$ cat config.mk
export PLATFORM = sky130hd
export DESIGN_NAME = wpchain_unit
export DESIGN_NICKNAME = d
export VERILOG_FILES = /design/src/rtl/wpc_pkg.sv /design/src/rtl/wpc_regs.sv /design/src/rtl/wpc_chain.sv /design/src/rtl/wpc_counter.sv /design/src/rtl/wpchain_unit.sv
export SDC_FILE = /design/constraint.sdc
export NUM_CORES = 1
export LEC_CHECK = 0
export BUFFER_PORTS_ARGS = -buffer_cell sky130_fd_sc_hd__buf_2
export CORE_UTILIZATION = 35
export CTS_BUF_LIST = sky130_fd_sc_hd__clkbuf_16
export CTS_CLUSTER_SIZE = 40
export DETAILED_ROUTE_END_ITERATION = 8
export PLACE_DENSITY = 0.59
export SLEW_MARGIN = 25
export SYNTH_ARGS = -nofsm -noshare
export SYNTH_HDL_FRONTEND = slang
export SYNTH_SLANG_ARGS = --single-unit
$ cat constraint.sdc
create_clock -name clk -period 5 [get_ports clk]
set_clock_uncertainty 0.05 [all_clocks]
set_input_delay 0.25 -clock clk [delete_from_list [all_inputs] [get_ports clk]]
set_output_delay 0.25 -clock clk [all_outputs]
set_load 0.02 [all_outputs]
$ cat src/rtl/wpc_pkg.sv
package wpc_pkg;

  typedef enum logic [1:0] {
    LNK_SOLO = 2'd0,
    LNK_AND  = 2'd1,
    LNK_OR   = 2'd2,
    LNK_OFF  = 2'd3
  } link_e;

  localparam logic [2:0] RA_LINK = 3'd0;
  localparam logic [2:0] RA_CSEL = 3'd1;
  localparam logic [2:0] RA_BRK  = 3'd2;
  localparam logic [2:0] RA_CEN  = 3'd3;
  localparam logic [2:0] RA_CNT0 = 3'd4;
  localparam logic [2:0] RA_CNT1 = 3'd5;

endpackage

$ cat src/rtl/wpc_regs.sv
module wpc_regs
  import wpc_pkg::*;
#(
  parameter int unsigned NWP = 11,
  parameter int unsigned DW  = 32,
  parameter int unsigned AW  = 3
) (
  input  logic             clk,
  input  logic             rst_n,
  input  logic             wr_en,
  input  logic [AW-1:0]    wr_addr,
  input  logic [DW-1:0]    wr_data,
  output logic [2*NWP-1:0] link_q,
  output logic [NWP-1:0]   csel_q,
  output logic [NWP-1:0]   brk_q,
  output logic [1:0]       cen_q,
  output logic [1:0]       cnt_ld
);

  logic link_en, csel_en, brk_en, cen_en;

  // decode of the write port; unmapped addresses select nothing
  always_comb begin
    link_en   = wr_en && (wr_addr == AW'(RA_LINK));
    csel_en   = wr_en && (wr_addr == AW'(RA_CSEL));
    brk_en    = wr_en && (wr_addr == AW'(RA_BRK));
    cen_en    = wr_en && (wr_addr == AW'(RA_CEN));
    cnt_ld[0] = wr_en && (wr_addr == AW'(RA_CNT0));
    cnt_ld[1] = wr_en && (wr_addr == AW'(RA_CNT1));
  end

  always_ff @(posedge clk or negedge rst_n) begin
    if (!rst_n) begin
      link_q <= '0;
      csel_q <= '0;
      brk_q  <= '0;
      cen_q  <= '0;
    end else begin
      if (link_en) link_q <= wr_data[2*NWP-1:0];
      if (csel_en) csel_q <= wr_data[NWP-1:0];
      if (brk_en)  brk_q  <= wr_data[NWP-1:0];
      if (cen_en)  cen_q  <= wr_data[1:0];
    end
  end

endmodule

$ cat src/rtl/wpc_chain.sv
module wpc_chain
  import wpc_pkg::*;
#(
  parameter int unsigned NWP = 11
) (
  input  logic [NWP-1:0]   own,
  input  logic [2*NWP-1:0] link,
  output logic [NWP-1:0]   match
);

  function automatic logic link_eval(input logic [1:0] code, input logic src, input logic prv);
    case (link_e'(code))
      LNK_SOLO: link_eval = src;
      LNK_AND:  link_eval = src & prv;
      LNK_OR:   link_eval = src | prv;
      default:  link_eval = 1'b0;
    endcase
  endfunction

  // ripple in index order; stage 0 uses its own source as predecessor
  always_comb begin
    logic carry;
    carry = own[0];
    for (int i = 0; i < int'(NWP); i++) begin
      carry    = link_eval(link[2*i +: 2], own[i], carry);
      match[i] = carry;
    end
  end

endmodule

$ cat src/rtl/wpc_counter.sv
module wpc_counter #(
  parameter int unsigned CW = 16,
  parameter int unsigned IW = 4
) (
  input  logic          clk,
  input  logic          rst_n,
  input  logic          ld,
  input  logic [2*CW-1:0] ld_data,
  input  logic [IW-1:0] inc_amt,
  output logic [CW-1:0] count,
  output logic          at_limit
);

  logic [CW-1:0] cnt_q, cnt_d, lim_q;
  logic          cnt_en;

  always_comb begin
    cnt_en = ld || (inc_amt != '0);
    if (ld) cnt_d = ld_data[CW-1:0];
    else    cnt_d = cnt_q + CW'(inc_amt);
  end

  always_ff @(posedge clk or negedge rst_n) begin
    if (!rst_n) begin
      cnt_q <= '0;
      lim_q <= '0;
    end else begin
      if (cnt_en) cnt_q <= cnt_d;
      if (ld)     lim_q <= ld_data[2*CW-1:CW];
    end
  end

  assign count    = cnt_q;
  assign at_limit = (cnt_q == lim_q);

endmodule

$ cat src/rtl/wpchain_unit.sv
// Link codes occupy 2*(NHIT+3) bits of the write data, so NHIT <= CW-3.
module wpchain_unit
  import wpc_pkg::*;
#(
  parameter  int unsigned NHIT = 8,
  parameter  int unsigned CW   = 16,
  parameter  int unsigned AW   = 3,
  localparam int unsigned NWP  = NHIT + 3,
  localparam int unsigned DW   = 2 * CW
) (
  input  logic            clk,
  input  logic            rst_n,
  input  logic [NHIT-1:0] hit_i,
  input  logic            ext_hit_i,
  input  logic            eval_i,
  input  logic            wr_en_i,
  input  logic [AW-1:0]   wr_addr_i,
  input  logic [DW-1:0]   wr_data_i,
  output logic [NWP-1:0]  wp_o,
  output logic [CW-1:0]   cnt0_o,
  output logic [CW-1:0]   cnt1_o,
  output logic            brk_o
);

  localparam int unsigned IW   = $clog2(NWP + 1);
  localparam int unsigned NCNT = 2;

  // reset: asserted asynchronously, released on the clock
  logic [1:0] rst_pipe;
  logic       core_rst_n;

  always_ff @(posedge clk or negedge rst_n) begin
    if (!rst_n) rst_pipe <= '0;
    else        rst_pipe <= {rst_pipe[0], 1'b1};
  end
  assign core_rst_n = rst_pipe[1];

  logic [2*NWP-1:0] link_q;
  logic [NWP-1:0]   csel_q, brkm_q;
  logic [1:0]       cen_q, cnt_ld;

  wpc_regs #(.NWP(NWP), .DW(DW), .AW(AW)) u_regs (
    .clk     (clk),
    .rst_n   (core_rst_n),
    .wr_en   (wr_en_i),
    .wr_addr (wr_addr_i),
    .wr_data (wr_data_i),
    .link_q  (link_q),
    .csel_q  (csel_q),
    .brk_q   (brkm_q),
    .cen_q   (cen_q),
    .cnt_ld  (cnt_ld)
  );

  logic [NCNT-1:0]         at_lim;
  logic [NCNT-1:0][CW-1:0] cnt_val;
  logic [NCNT-1:0][IW-1:0] inc_amt;
  logic [NWP-1:0]          own, match, rise;
  logic [NWP-1:0]          wp_q;
  logic                    brk_d, brk_q;

  function automatic logic [IW-1:0] popcnt(input logic [NWP-1:0] v);
    popcnt = '0;
    for (int i = 0; i < int'(NWP); i++) popcnt = popcnt + IW'(v[i]);
  endfunction

  assign own = {ext_hit_i, at_lim[1], at_lim[0], hit_i};

  wpc_chain #(.NWP(NWP)) u_chain (
    .own   (own),
    .link  (link_q),
    .match (match)
  );

  assign rise = match & ~wp_q;

  for (genvar k = 0; k < NCNT; k++) begin : g_cnt
    logic [NWP-1:0] owned;
    assign owned      = (k == 0) ? ~csel_q : csel_q;
    assign inc_amt[k] = (eval_i && cen_q[k]) ? popcnt(rise & owned) : '0;

    wpc_counter #(.CW(CW), .IW(IW)) u_counter (
      .clk      (clk),
      .rst_n    (core_rst_n),
      .ld       (cnt_ld[k]),
      .ld_data  (wr_data_i),
      .inc_amt  (inc_amt[k]),
      .count    (cnt_val[k]),
      .at_limit (at_lim[k])
    );
  end

  assign brk_d = eval_i && |(rise & brkm_q);

  always_ff @(posedge clk or negedge core_rst_n) begin
    if (!core_rst_n) begin
      wp_q  <= '0;
      brk_q <= 1'b0;
    end else begin
      if (eval_i) wp_q <= match;
      brk_q <= brk_d;
    end
  end

  assign wp_o   = wp_q;
  assign brk_o  = brk_q;
  assign cnt0_o = cnt_val[0];
  assign cnt1_o = cnt_val[1];

endmodule

After elaboration in Yosys (flattened, before gate mapping) --
Cells that the tools add are included.
Storage, ports and cells: bits in registers 124, word-level logic and storage cells 130
Cells by class: reductions and logical operators 27, equal/unequal tests 29, add/sub/neg operators 22, bitwise logic cells 26, muxes and demuxes 15
Operator list (number):
- $add 4x1->4 | 14
- $and 11x11->11 | 4
- $add 16x4->16 | 2
- $eq 16x16->1 | 2
- $mux 16 | 2
- $pmux 1 s3 | 10
- $eq 2x1->1 const B | 11
- $eq 2x2->1 const B | 11
- $logic_not 2->1 | 11
- $not 11->11 | 2
- $reduce_or 11->1 | 1
- $and 1x1->1 | 10
- $or 1x1->1 | 10
- $logic_and 1x1->1 | 9
- $add 3x1->4 | 2
- $mux 4 | 2
- $reduce_bool 4->1 | 2
- $add 2x1->3 | 2
- $eq 3x2->1 const B | 2
- $eq 3x3->1 const B | 2
- $add 1x1->2 | 2
- $eq 3x1->1 const B | 1
- $logic_not 3->1 | 1
- $reduce_or 3->1 | 1
- 2 further kinds | 3

Longest topological paths before layout --
Gate-level depths: netlist of run 1.
depth after elaboration 38, depth in mapped cells 27, depth with buffers taken out 26

By module --
A second synthesis of run 1 with hierarchy kept.
Unflattened totals: cells, all modules 631, area total of the unflattened synthesis 7159.4 sq um
By module, submodules not included:
- wpc_counter | cells each 175, area an instance 1821.7 sq um, instances 2
- wpc_regs | cells each 103, area an instance 1833.0 sq um, instances 1
- wpchain_unit | cells each 108, area an instance 1227.4 sq um, instances 1
- wpc_chain | cells each 70, area an instance 455.4 sq um, instances 1

Worst setup path before layout of run 1 --
OpenSTA, ideal clock, no wires.
path type register -> register, start point register g_cnt[0].u_counter.cnt_q[5], end point register g_cnt[0].u_counter.cnt_q[10], buffers on the path 1, setup slack -1221 ps, data arrival time 6088 ps, stages on the path, launching flop included 25, period minus slack after synthesis 6221 ps, path through dfrtp_1 > xor2_1 > nor4_1 > nand4_1 > mux2i_1 > a41oi_2 > o21ai_1 > a21oi_1 > or3_1 > fa_1 > fa_1 > fa_1 > fa_1 > fa_1 > or2_2 > fa_1 > nor2b_1 > o21ai_0 > nand2b_1 > and2_1 > clkbuf_1 > nand2_1 > nor3_1 > a21oi_1 > o21ai_0
On the way: cells in the longest elaborated chain, start to end 13, elaborated cells between the ends (all ways) 20, classes of those cells 4 x add/sub; 1 x eq/ne; 5 x mux; 8 x bitwise; 2 x reduce/logical
RTL lines:
- from (decl) | line wpc_counter.sv:14 | logic [CW-1:0] cnt_q, cnt_d, lim_q;
- from (signal assigned) | line wpc_counter.sv:28 | if (cnt_en) cnt_q <= cnt_d;
- parallel branches: the longest is 13 deep, another holds $add 16x4->16
Parallel ways; which one is timed is not known. A chain may end at the register's enable or synchronous reset.

Worst setup path in the final report of run 1 --
start point register g_cnt[0].u_counter.lim_q[0], end point register g_cnt[0].u_counter.cnt_q[7]
On the way: cells in the longest elaborated chain, start to end 13, elaborated cells between the ends (all ways) 20, classes of those cells 4 x add/sub; 1 x eq/ne; 5 x mux; 8 x bitwise; 2 x reduce/logical
RTL lines:
- from (decl) | line wpc_counter.sv:14
- from (signal assigned) | line wpc_counter.sv:29 | if (ld) lim_q <= ld_data[2*CW-1:CW];
- $eq 16x16->1 (*) | line wpc_counter.sv:34 | assign at_limit = (cnt_q == lim_q);
- $or 1x1->1 / $and 1x1->1 (equally long branches) | line wpc_chain.sv:15, wpc_chain.sv:14
- $pmux 1 s3 (*) | line wpc_chain.sv:12 | case (link_e'(code))
- $or 1x1->1 / $and 1x1->1 (equally long branches) | line wpc_chain.sv:15, wpc_chain.sv:14
- $pmux 1 s3 | line wpc_chain.sv:12
- $or 1x1->1 / $and 1x1->1 (equally long branches) | line wpc_chain.sv:15, wpc_chain.sv:14
- $pmux 1 s3 | line wpc_chain.sv:12
- $and 11x11->11 (*) | line wpchain_unit.sv:75 | assign rise = match & ~wp_q;
- $and 11x11->11 (*) | line wpchain_unit.sv:80 | assign inc_amt[k] = (eval_i && cen_q[k]) ? popcnt(rise & owned) : '0;
- $add 4x1->4 (*) | line wpchain_unit.sv:64 | for (int i = 0; i < int'(NWP); i++) popcnt = popcnt + IW'(v[i]);
- $mux 4 (*) | line wpchain_unit.sv:80
- $add 16x4->16 / $reduce_bool 4->1 (equally long branches) | line wpc_counter.sv:20, wpc_counter.sv:18
- $mux 16 / $logic_or 1x1->1 (equally long branches) | line wpc_counter.sv:19, wpc_counter.sv:18
Mark *: on every way between the ends. The rest lies on a longest branch, timed or not.

==> impl_results.md, run 1 <==
* Area enclosed by the die boundary at 20100 µm²
* Most frequent standard cell in the layout excluding fill and tap cells: sky130_fd_sc_hd__nand2_1
* EDFF count, synth at 0
* Final Critical Period at 6.177 ns
* Routed length per placed instance at 18.40 µm
* Portion of the clock cycle consumed by the worst path in the final layout at 123.5%
* Worst path buffer plus inverter count at 2
* Post-DR vias/cell at 5.167
* Worst hold margin at 0.003769 ns
* Core region area at 18960 µm²
* Sum of overflow across all layers after global routing at 0
* Final routed DRC violation total at 0
* Hold Violations, Final at 0
* Max FO, Critical Path at 8
* Largest stage delay on the critical path at 0.50 ns
* Max-cap check violation count at 0
* Vias in the first global route at 6138
* Number of port buffers at 91
* Number of nets still failing antenna checks after routing at 0
* Endpoint required time on the critical path at 5.27 ns
* Syn Area/Cell at 9.164 µm²
* Most frequent cell on the critical path: sky130_fd_sc_hd__fa_1
* Height of the die at 141.8 µm
* I/O Pins at 92
* Starting density of the core at a little over a third
* Share of synthesized flip-flops with an asynchronous set or reset at 100.0%
* Number of antenna violations at the first check in global routing at 1
* Top flip-flop cell by instance count after synthesis: sky130_fd_sc_hd__dfrtp_1
* Class of the tightest hold or removal check: in2reg
* Clk sinks at between 100 and 150
* Maximum clock frequency at 161.9 MHz
* Failing checks: negative setup slack
* Post-synthesis sequential area ratio at 45.39%
* Final estimated routing congestion in global placement at 0.8385
* Maximum number of pins on one net before global-route repair at 72
* Kind of end point of the critical path: flip-flop
* Area Growth Syn to Fin at 39.62%
* Worst IR Drop VDD at 309.6 µV
* Clock root buffer master: sky130_fd_sc_hd__clkbuf_16
* Placement Rows at 50
* Worst-case setup margin in the final layout at -1.177 ns
* Yosys warning count at 0
* Global-route wire length before repair at 34590 µm
* Insertion delay of the later-clocked pin in the worst-skew pair at 0.44 ns
* CTS tree: yes
* Synthesized cell area at 6837 µm²
* Length of the first detailed-routing pass in iterations at 5
* CTS clk-pin slew, worst paths at ~0.06 ns
* Via count at 6288
* Routed WL at 22390 µm
* H-tree levels at 4
* Worst setup SP type: flip-flop
* Stages on the worst setup path at 25
* Count of final max-slew check failures at 0
* Start-to-end type of the worst setup path: reg2reg
* Cells after Synth at 746
* CTS Buf Count at 17
* Run status: finished with violations
* Number of different library cells in the post-synthesis netlist at between 60 and 70
* Top delay family on crit path: adder cells
* Total number of nets in the final design at 1018
* Power density over the cells at 522.6 nW/µm²
* Commonest cells after routing, fill and taps aside: sky130_fd_sc_hd__nand2_1 (141), sky130_fd_sc_hd__dfrtp_1 (113), sky130_fd_sc_hd__buf_4 (99)
* Antenna diode count at 0
* Actual transition at the worst max-transition pin at between 0.9 and 1 ns
* Maximum buffer depth of the clock tree at 2
* Worst-case headroom to the max-slew limit at 36.97%
* Leakage power at 0.004427 µW
* Setup Viol. Count Final at 32
* Detailed router's first-iteration violation count at 390
* Aggregate global-route resource usage at between 20% and 30%
* Share of layout cells above drive strength 1 at 38.66%
* HPWL after detailed placement at ~15000 µm
* Flip-flop and latch count after synthesis at 124
* Number of cells on the worst hold path at 3
* Final core occ at 50.36%
* Die span in x at between 100 and 150 µm
* Master of the slowest instance on the critical path: sky130_fd_sc_hd__fa_1
* Worst reg-to-reg path cell count at 25
* Arrival @ worst endpoint at 6.45 ns
* Synthesized netlist net count at 820
* Unrepaired setup endpoints after global routing: yes
==> area by class of cell <==
class,instances,area [µm²]
sequential,124,3119
clock inverter,15,196.4
timing repair buffer,212,1484
fill,1803,9410
multi-input combinational,558,3879
clock buffer,17,425.4
inverter,31,116.4
tap,260,325.3
==> routing by layer <==
metal | track usage [%] | up-vias | part of all wire, %
met4 | 6.735 | 2 | 1.9
li1 | - | 2951 | -
met3 | 5.704 | 34 | 6.8
met2 | 37.75 | 204 | 47
met1 | 30.54 | 3097 | 44
met5 | 0 | - | 0.049
==> Yosys cell counts, types with 2 or more instances <==
| cell type | number | area (µm²) |
|---|---|---|
| sky130_fd_sc_hd__o211ai_1 | 2 | 15.01 |
| sky130_fd_sc_hd__a22oi_1 | 2 | 15.01 |
| sky130_fd_sc_hd__nor4_1 | 8 | 50.05 |
| sky130_fd_sc_hd__o21a_1 | 2 | 15.01 |
| sky130_fd_sc_hd__buf_1 | 3 | 11.26 |
| sky130_fd_sc_hd__a31oi_1 | 6 | 37.54 |
| sky130_fd_sc_hd__o21ai_0 | 44 | 220.2 |
| sky130_fd_sc_hd__nor4_2 | 2 | 25.02 |
| sky130_fd_sc_hd__nand4_1 | 2 | 12.51 |
| sky130_fd_sc_hd__or4_1 | 2 | 15.01 |
| sky130_fd_sc_hd__nand2_1 | 145 | 544.3 |
| sky130_fd_sc_hd__nor2_1 | 63 | 236.5 |
| sky130_fd_sc_hd__dfrtp_1 | 124 | 3103 |
| sky130_fd_sc_hd__nor3b_1 | 4 | 30.03 |
| sky130_fd_sc_hd__fa_1 | 16 | 320.3 |
| sky130_fd_sc_hd__inv_1 | 30 | 112.6 |
| sky130_fd_sc_hd__or2_2 | 2 | 12.51 |
| sky130_fd_sc_hd__nand2b_1 | 9 | 56.30 |
| sky130_fd_sc_hd__and2_1 | 3 | 18.77 |
| sky130_fd_sc_hd__ha_1 | 10 | 125.1 |
| sky130_fd_sc_hd__mux2i_1 | 2 | 20.02 |
| sky130_fd_sc_hd__mux2_2 | 41 | 461.7 |
| sky130_fd_sc_hd__nor3_1 | 9 | 45.04 |
| sky130_fd_sc_hd__nor4b_1 | 2 | 17.52 |
| sky130_fd_sc_hd__nor2b_1 | 13 | 81.33 |
| sky130_fd_sc_hd__o22ai_1 | 10 | 62.56 |
| sky130_fd_sc_hd__and3_1 | 9 | 56.30 |
| sky130_fd_sc_hd__a21o_1 | 3 | 22.52 |
| sky130_fd_sc_hd__or3_1 | 10 | 62.56 |
| sky130_fd_sc_hd__a21oi_1 | 63 | 315.3 |
| sky130_fd_sc_hd__nand3_1 | 14 | 70.07 |
| sky130_fd_sc_hd__xor2_1 | 34 | 297.8 |
| sky130_fd_sc_hd__clkbuf_1 | 29 | 108.9 |
==> worst register-to-register path, cell delays in order (launching register included) <==
cell and delay [ns]:
sky130_fd_sc_hd__dfrtp_1 0.39, sky130_fd_sc_hd__xor2_1 0.18, sky130_fd_sc_hd__nor4_2 0.32, sky130_fd_sc_hd__buf_4 0.16, sky130_fd_sc_hd__nand4_1 0.12, sky130_fd_sc_hd__mux2i_1 0.19, sky130_fd_sc_hd__a41oi_2 0.19, sky130_fd_sc_hd__o21ai_2 0.20
sky130_fd_sc_hd__a21oi_2 0.09, sky130_fd_sc_hd__or3_4 0.33, sky130_fd_sc_hd__fa_1 0.45, sky130_fd_sc_hd__fa_1 0.50, sky130_fd_sc_hd__fa_1 0.43, sky130_fd_sc_hd__fa_2 0.38, sky130_fd_sc_hd__fa_2 0.44, sky130_fd_sc_hd__or2_4 0.28
sky130_fd_sc_hd__inv_2 0.06, sky130_fd_sc_hd__ha_4 0.18, sky130_fd_sc_hd__a21o_1 0.18, sky130_fd_sc_hd__a21oi_2 0.16, sky130_fd_sc_hd__nor2b_1 0.08, sky130_fd_sc_hd__o21a_2 0.29, sky130_fd_sc_hd__nand2_4 0.14, sky130_fd_sc_hd__nor3_2 0.06
sky130_fd_sc_hd__a21oi_1 0.13, sky130_fd_sc_hd__o21ai_1 0.08
==> what timing repair did <==
action / CTS / global route
endpoints found under the hold margin: 20 / 0
pin swaps: 37 / 33
endpoints found under the setup margin: 32 / 32
hold buffers: 11 / 0
buffers inserted: 10 / 6
gates cloned: 3 / 1
gates resized for setup: 31 / 42
==> worst paths after layout <==
path                                                   from                           to  slack, ns
min in group asynchronous                             rst_n                  rst_pipe[1]       0.08
worst max-delay path            g_cnt[0].u_counter.lim_q[0]  g_cnt[0].u_counter.count[7]      -1.18
worst min-delay path                          wr_data_i[17]  g_cnt[0].u_counter.lim_q[1]      0.004
worst min register to register                  rst_pipe[0]                  rst_pipe[1]       0.31
max in group asynchronous                       rst_pipe[1]  g_cnt[0].u_counter.count[0]       3.97
worst max register to register  g_cnt[0].u_counter.lim_q[0]  g_cnt[0].u_counter.count[7]      -1.18
==> logic make-up (layout without fill, tap and decap cells) <==
family	count (synthesis)	in the layout	share of synthesized area, %
DFF	124	124	45.39
xor gates and xnor gates	34	34	4.356
other	1	1	0.05485
adders and majority gates	26	26	6.515
muxes	43	43	7.046
AOI/OAI and AO/OA	151	151	12.87
buffers and inverters	64	275	3.532
and+or+nand+nor	303	303	20.24
==> state kept, by name, summed over array words and instances (netlist names) <==
register / cells
brk_o: 1
rst_pipe: 2
u_regs.link_q: 22
g_cnt.u_counter.count: 32
g_cnt.u_counter.lim_q: 32
wp_o: 11
u_regs.csel_q: 11
u_regs.brk_q: 11
u_regs.cen_q: 2
==> report_power, final <==
part / switching [µW] / internal [µW]
clock: 488 / 833
sequential: 205 / 1280
combinational: 1190 / 991
total: 1880 / 3110
==> through the flow <==
stage          std cells  setup WS [ns]  area [µm²]  TNS, ns  power (µW)
3_3_place_gp        1162         -1.095        8424   -29.70        3419
6_report            1217         -1.177        9545   -29.60        4988
3_5_place_dp        1162         -1.227        8424   -33.51        3448
5_1_grt             1217         -1.390        9545   -38.61        5277
4_1_cts             1215         -1.142        9340   -30.44        4913
2_1_floorplan        746        -0.7131        7062   -17.32        2621
Note: power is estimated with default switching activity, not from simulation.
==> run 2: changes to the inputs <==
- clock period: 5 -> 6.3 ns (I/O delays scaled with it)
==> impl_results.md, run 2 (synthesis gave the netlist of run 1 again) <==
* CTS Buf Count at 17
* Area Growth Syn to Fin at 28.09%
* Starting density of the core at approximately 36%
* Maximum buffer depth of the clock tree at 2
* Die span in x at 141.8 µm
* Max-cap check violation count at 0
* Core region area at 18960 µm²
* CTS clk-pin slew, worst paths at ~0.06 ns
* Share of layout cells above drive strength 1 at 29.98%
* Aggregate global-route resource usage at 21.47%
* Post-Layout Cell Count at 1155
* Clk sinks at 124
* Actual transition at the worst max-transition pin at 0.7268 ns
* Placement Rows at 50
* Endpoint required time on the critical path at 6.54 ns
* Maximum number of pins on one net before global-route repair at between 70 and 80
* Series of cell instances along the critical path: xor2_1 -> nor4_2 -> nand4_1 -> mux2i_1 -> a41oi_2 -> o21ai_1 -> a21oi_2 -> or3_1 -> fa_1 -> fa_1 -> fa_1 -> fa_2 -> fa_1 -> or2_4 -> inv_2 -> ha_4 -> a21o_1 -> a21oi_2 -> nor2b_1 -> o21a_2 -> nand3_1 -> nand2_1 -> a21oi_2 -> a21oi_1
* Worst IR Drop VDD at between 150 and 200 µV
* Number of antenna violations at the first check in global routing at 1
* Most frequent standard cell in the layout excluding fill and tap cells: sky130_fd_sc_hd__nand2_1
* Routed length per placed instance at 18.03 µm
* Arrival @ worst endpoint at 6.36 ns
* Overall power after layout at 3664 µW
* Class of the tightest hold or removal check: in2reg
* Length of the first detailed-routing pass in iterations at 5
* Total number of nets in the final design at 955
* Clock root buffer master: sky130_fd_sc_hd__clkbuf_16
* Unrepaired setup endpoints after global routing: yes
* Post-DR vias/cell at 5.089
* H-tree levels at 4
* Maximum clock frequency at 163.3 MHz
* Worst-case setup margin in the final layout at 0.1765 ns
* HPWL after detailed placement at between 10000 and 15000 µm
* Power density over the cells at around 420 nW/µm²
* Hold Violations, Final at 0
* Routed WL at between 20000 and 25000 µm
* CTS tree: yes
* Worst R2R Start: g_cnt[0].u_counter.lim_q[3]
* Leakage power at ~0.0041 µW
* Insertion delay of the later-clocked pin in the worst-skew pair at 0.42 ns
* Height of the die at 141.8 µm
* Vias in the first global route at 5625
* Max FO, Critical Path at 8
* Final Critical Period at 6.124 ns
* Layout fillers at 1836
* Largest stage delay on the critical path at about 0.5 ns
* Start-to-end type of the worst setup path: reg2reg
* Worst-case headroom to the max-slew limit at 51.49%
* Run status: completed
* Kind of end point of the critical path: flip-flop
* Portion of the clock cycle consumed by the worst path in the final layout at 97.20%
* Area enclosed by the die boundary at 20100 µm²
* Final routed DRC violation total at 0
* Number of port buffers at 91
* Via count at 5878
* Commonest cells after routing, fill and taps aside: sky130_fd_sc_hd__nand2_1 (142), sky130_fd_sc_hd__dfrtp_1 (123), sky130_fd_sc_hd__buf_2 (91)
* Worst Setup SP: g_cnt[0].u_counter.lim_q[3]
* Worst-case setup slack after placement at -0.1577 ns
* Global-route wire length before repair at about 32000 µm
* I/O Pins at just over 90
* Number of nets still failing antenna checks after routing at 0
* Count of final max-slew check failures at 0
* Setup Viol. Count Final at 0
* Worst setup SP type: flip-flop
* Placed instance count at 1112
* Most frequent cell on the critical path: sky130_fd_sc_hd__fa_1
* Sum of overflow across all layers after global routing at 0
* Final estimated routing congestion in global placement at 0.8632
* Launch point of the worst hold path: wr_data_i[30]
* R2R Setup Slk at 0.18 ns
* Detailed router's first-iteration violation count at 520
* Master of the slowest instance on the critical path: sky130_fd_sc_hd__fa_1
## run 2: repair_timing
item                                   4_1_cts  5_1_grt
hold buffers                                 1        0
gates cloned                                 0        1
endpoints found under the hold margin        2        0
resized for setup                            8       46
pin swaps                                    4       17
setup buffers                                2        6
setup endpoints to repair                   20       28
## run 2: worst max-delay path: cells and delay by family (launching register included)
family                   cells  cell delay, ns
AO/OA/AOI/OAI                8            1.29
XOR/XNOR                     1            0.17
adder cells (fa/ha/maj)      6            2.43
buffers and inverters        1            0.07
flip-flops                   1            0.39
multiplexers                 1            0.20
AND/OR/NAND/NOR              7            1.39
## run 2: final cells by class
cell class	count	area (µm²)	share of cell area, %
clock buffers	17	425.4	4.858
repair buffers	148	897.1	10.24
inverters	31	116.4	1.329
well taps	260	325.3	3.715
clock inverters	15	203.9	2.329
flip-flops and latches	124	3107	35.48
diodes	1	2.502	0.02858
multi-input cells	559	3680	42.02
## run 2: power breakdown
part           leakage [µW]  switching [µW]  internal [µW]
clock              0.000311             362            694
sequential          0.00151             198           1010
combinational       0.00227             803            594
## run 2: through the flow
stage | hold WS (ns) | TNS [ns] | utilization, % | area [µm²]
2_1_floorplan | -0.03059 | 0 | - | 6837
3_3_place_gp | 0.05423 | 0 | 41.53 | 7873
3_5_place_dp | 0.05560 | -1.446 | 41.56 | 7878
4_1_cts | 0.03403 | 0 | 45.14 | 8557
5_1_grt | 0.05207 | -1.108 | 46.20 | 8757
6_report | 0.05017 | 0 | 46.20 | 8757
## run 2: per-layer routing
metal / up-vias / global-route usage [%] / part of all wire (%)
li1: 2831 / - / -
met1: 2856 / 30.43 / 48
met2: 160 / 31.89 / 45
met3: 31 / 4.016 / 4.7
met4: 0 / 9.394 / 2.7
met5: - / 0 / 0
## run 2: final timing paths
check | to | cells after the start
setup reg to reg | g_cnt[0].u_counter.count[11] | 24
max in group asynchronous | g_cnt[1].u_counter.lim_q[7] | 1
setup / recovery | g_cnt[0].u_counter.count[11] | 24
min in group asynchronous | rst_pipe[0] | 2
hold / removal | g_cnt[0].u_counter.lim_q[14] | 3
hold reg to reg | u_regs.link_q[9] | 0
==> run 3: changes to the inputs <==
- PLACE_DENSITY: 0.59 -> 0.55
- TNS_END_PERCENT: default -> 10
==> impl_results.md, run 3 (synthesis gave the netlist of run 1 again) <==
* Actual transition at the worst max-transition pin at 0.8684 ns
* Kind of end point of the critical path: flip-flop
* Clock root buffer master: sky130_fd_sc_hd__clkbuf_16
* Post-Layout Cell Count at 1149
* HPWL after detailed placement at around 15000 µm
* Maximum number of pins on one net before global-route repair at 66
* Power density over the cells at 410.5 nW/µm²
* Count of final max-slew check failures at 0
* Number of port buffers at 91
* Worst-case headroom to the max-slew limit at 42.11%
* Switching Fraction at between 30 and 40%
* Clk sinks at between 100 and 150
* Commonest cells after routing, fill and taps aside: sky130_fd_sc_hd__nand2_1 (141), sky130_fd_sc_hd__dfrtp_1 (123), sky130_fd_sc_hd__buf_2 (91)
* Final estimated routing congestion in global placement at 0.8641
* Unrepaired setup endpoints after global routing: yes
* Routed WL at between 20000 and 25000 µm
* Setup TNS at 0 ns
* I/O Pins at slightly above 90
* Setup Viol. Count Final at 0
* Class of the tightest hold or removal check: in2reg
* Internal power consumption at between 2000 and 2500 µW
* Net switching power at 1346 µW
* Insertion delay of the later-clocked pin in the worst-skew pair at 0.42 ns
* H-tree levels at 4
* Starting density of the core at 36.07%
* CTS Buf Count at 17
* Sum of overflow across all layers after global routing at 0
* Detailed router's first-iteration violation count at around 430
* Cell area after placement at 7853 µm²
* Max-cap check violation count at 0
* Die span in x at 141.8 µm
* Hold Violations, Final at 0
* Layout fillers at around 1900
* Height of the die at 141.8 µm
* Maximum clock frequency at 161.1 MHz
* Worst setup SP type: flip-flop
* Final routed DRC violation total at 0
* Worst IR Drop VDD at roughly 190 µV
* Arrival @ worst endpoint at 6.45 ns
* Most frequent standard cell in the layout excluding fill and tap cells: sky130_fd_sc_hd__nand2_1
* Start-to-end type of the worst setup path: reg2reg
* CTS clk-pin slew, worst paths at 0.06 ns
* CTS tree: yes
* Part of the power in registers at 34.3%
* Placement Rows at 50
* Core region area at 18960 µm²
* Post-route design area at 8643 µm²
* Combinational Power Share at 38.7%
* Global-route wire length before repair at 32690 µm
* Routed length per placed instance at 18.22 µm
* Area enclosed by the die boundary at 20100 µm²
* Portion of the clock cycle consumed by the worst path in the final layout at 98.50%
* Number of nets still failing antenna checks after routing at 0
* Endpoint required time on the critical path at 6.55 ns
* Via count at ~5800
* Run status: completed
* Leakage power at 0.004060 µW
* Antenna diode count at 0
* Maximum buffer depth of the clock tree at 2
* Clock share of power at 27.1%
* Length of the first detailed-routing pass in iterations at 5
* Placed instance count at approximately 1100
* Area Growth Syn to Fin at 26.43%
* Post-DR vias/cell at 5.030
* Vias in the first global route at 5522
* Share of layout cells above drive strength 1 at 29.13%
* Max FO, Critical Path at 8
* Final core occ at around 46%
* Aggregate global-route resource usage at 22.05%
* Number of antenna violations at the first check in global routing at 0
* Total number of nets in the final design at 950
* Final Critical Period at between 6 and 7 ns
-- run 3: cell types whose count changed in the layout (fill, tap and decap cells not counted), sizes merged --
cell | previous run | this run
clkinv | 5 | 6
o21a | 3 | 2
inv | 34 | 37
diode | 1 | 0
bufinv | 5 | 3
clkinvlp | 2 | 0
buf | 147 | 143
-- run 3: final cells by class --
type                            instances  area, µm²  area share [%]
Clock buffer                           17      425.4           4.922
Clock inverter                         15      143.9           1.665
Inverter                               31      116.4           1.346
Multi-Input combinational cell        558       3666           42.41
Sequential cell                       124       3107           35.94
Tap cell                              260      325.3           3.764
Timing Repair Buffer                  144      859.6           9.945
-- run 3: path summary, 6_finish.rpt --
kind	from	endpoint	slack, ns	depth (start not counted)
hold reg to reg	rst_pipe[0]	rst_pipe[1]	0.30	0
setup reg to reg	u_regs.link_q[9]	g_cnt[0].u_counter.count[13]	0.09	24
hold / removal	wr_data_i[31]	g_cnt[1].u_counter.lim_q[15]	0.06	3
min in group asynchronous	rst_n	rst_pipe[1]	0.16	2
max in group asynchronous	rst_pipe[1]	g_cnt[0].u_counter.lim_q[1]	4.43	1
setup / recovery	u_regs.link_q[9]	g_cnt[0].u_counter.count[13]	0.09	24
-- run 3: critical path, cell delays in order (launching register included) --
cell and delay, ns:
sky130_fd_sc_hd__dfrtp_1 0.39, sky130_fd_sc_hd__and2_4 0.17, sky130_fd_sc_hd__or2_1 0.25, sky130_fd_sc_hd__o32a_1 0.34, sky130_fd_sc_hd__nand4_4 0.13, sky130_fd_sc_hd__a41oi_2 0.18
sky130_fd_sc_hd__o21ai_2 0.17, sky130_fd_sc_hd__a21oi_2 0.09, sky130_fd_sc_hd__or3_4 0.35, sky130_fd_sc_hd__fa_1 0.55, sky130_fd_sc_hd__fa_1 0.45, sky130_fd_sc_hd__fa_1 0.51
sky130_fd_sc_hd__fa_2 0.44, sky130_fd_sc_hd__fa_2 0.48, sky130_fd_sc_hd__or2_4 0.25, sky130_fd_sc_hd__inv_2 0.07, sky130_fd_sc_hd__ha_4 0.19, sky130_fd_sc_hd__a21o_1 0.16
sky130_fd_sc_hd__a21oi_2 0.13, sky130_fd_sc_hd__nor2b_1 0.07, sky130_fd_sc_hd__o21a_2 0.30, sky130_fd_sc_hd__a31oi_1 0.16, sky130_fd_sc_hd__nor2_1 0.06, sky130_fd_sc_hd__nor2_1 0.10
sky130_fd_sc_hd__a21oi_1 0.04
-- run 3: timing repair --
action,4_1_cts,5_1_grt
endpoints found under the hold margin,2,0
buffers inserted,1,6
endpoints found under the setup margin,12,28
hold buffers,1,0
pin swaps,6,35
resized for setup,10,39
-- run 3: power groups by stage --
stage / clock [µW] / sequential (µW) / combinational [µW]
6_report: 961 / 1220 / 1370
5_1_grt: 1010 / 1250 / 1520
4_1_cts: 978 / 1220 / 1330
3_5_place_dp: 0 / 1230 / 1310
3_3_place_gp: 0 / 1230 / 1300
2_1_floorplan: 0 / 1350 / 662
-- run 3: stage by stage --
step / hold slack (ns) / setup WS [ns] / total power, µW
6_report: 0.06251 / 0.09458 / 3548
5_1_grt: 0.06737 / -0.1731 / 3774
4_1_cts: 0.04408 / 0.0003468 / 3524
3_5_place_dp: 0.05457 / -0.1245 / 2539
3_3_place_gp: 0.05071 / -0.03587 / 2522
2_1_floorplan: -0.03059 / 0.07926 / 2010
-- run 3: per-layer routing --
layer	global-route usage, %	vias up	wire [µm]
li1	-	2807	-
met2	34.69	138	9925
met3	3.577	16	829
met4	5.829	0	180
met1	31.47	2818	10000
met5	0	-	0
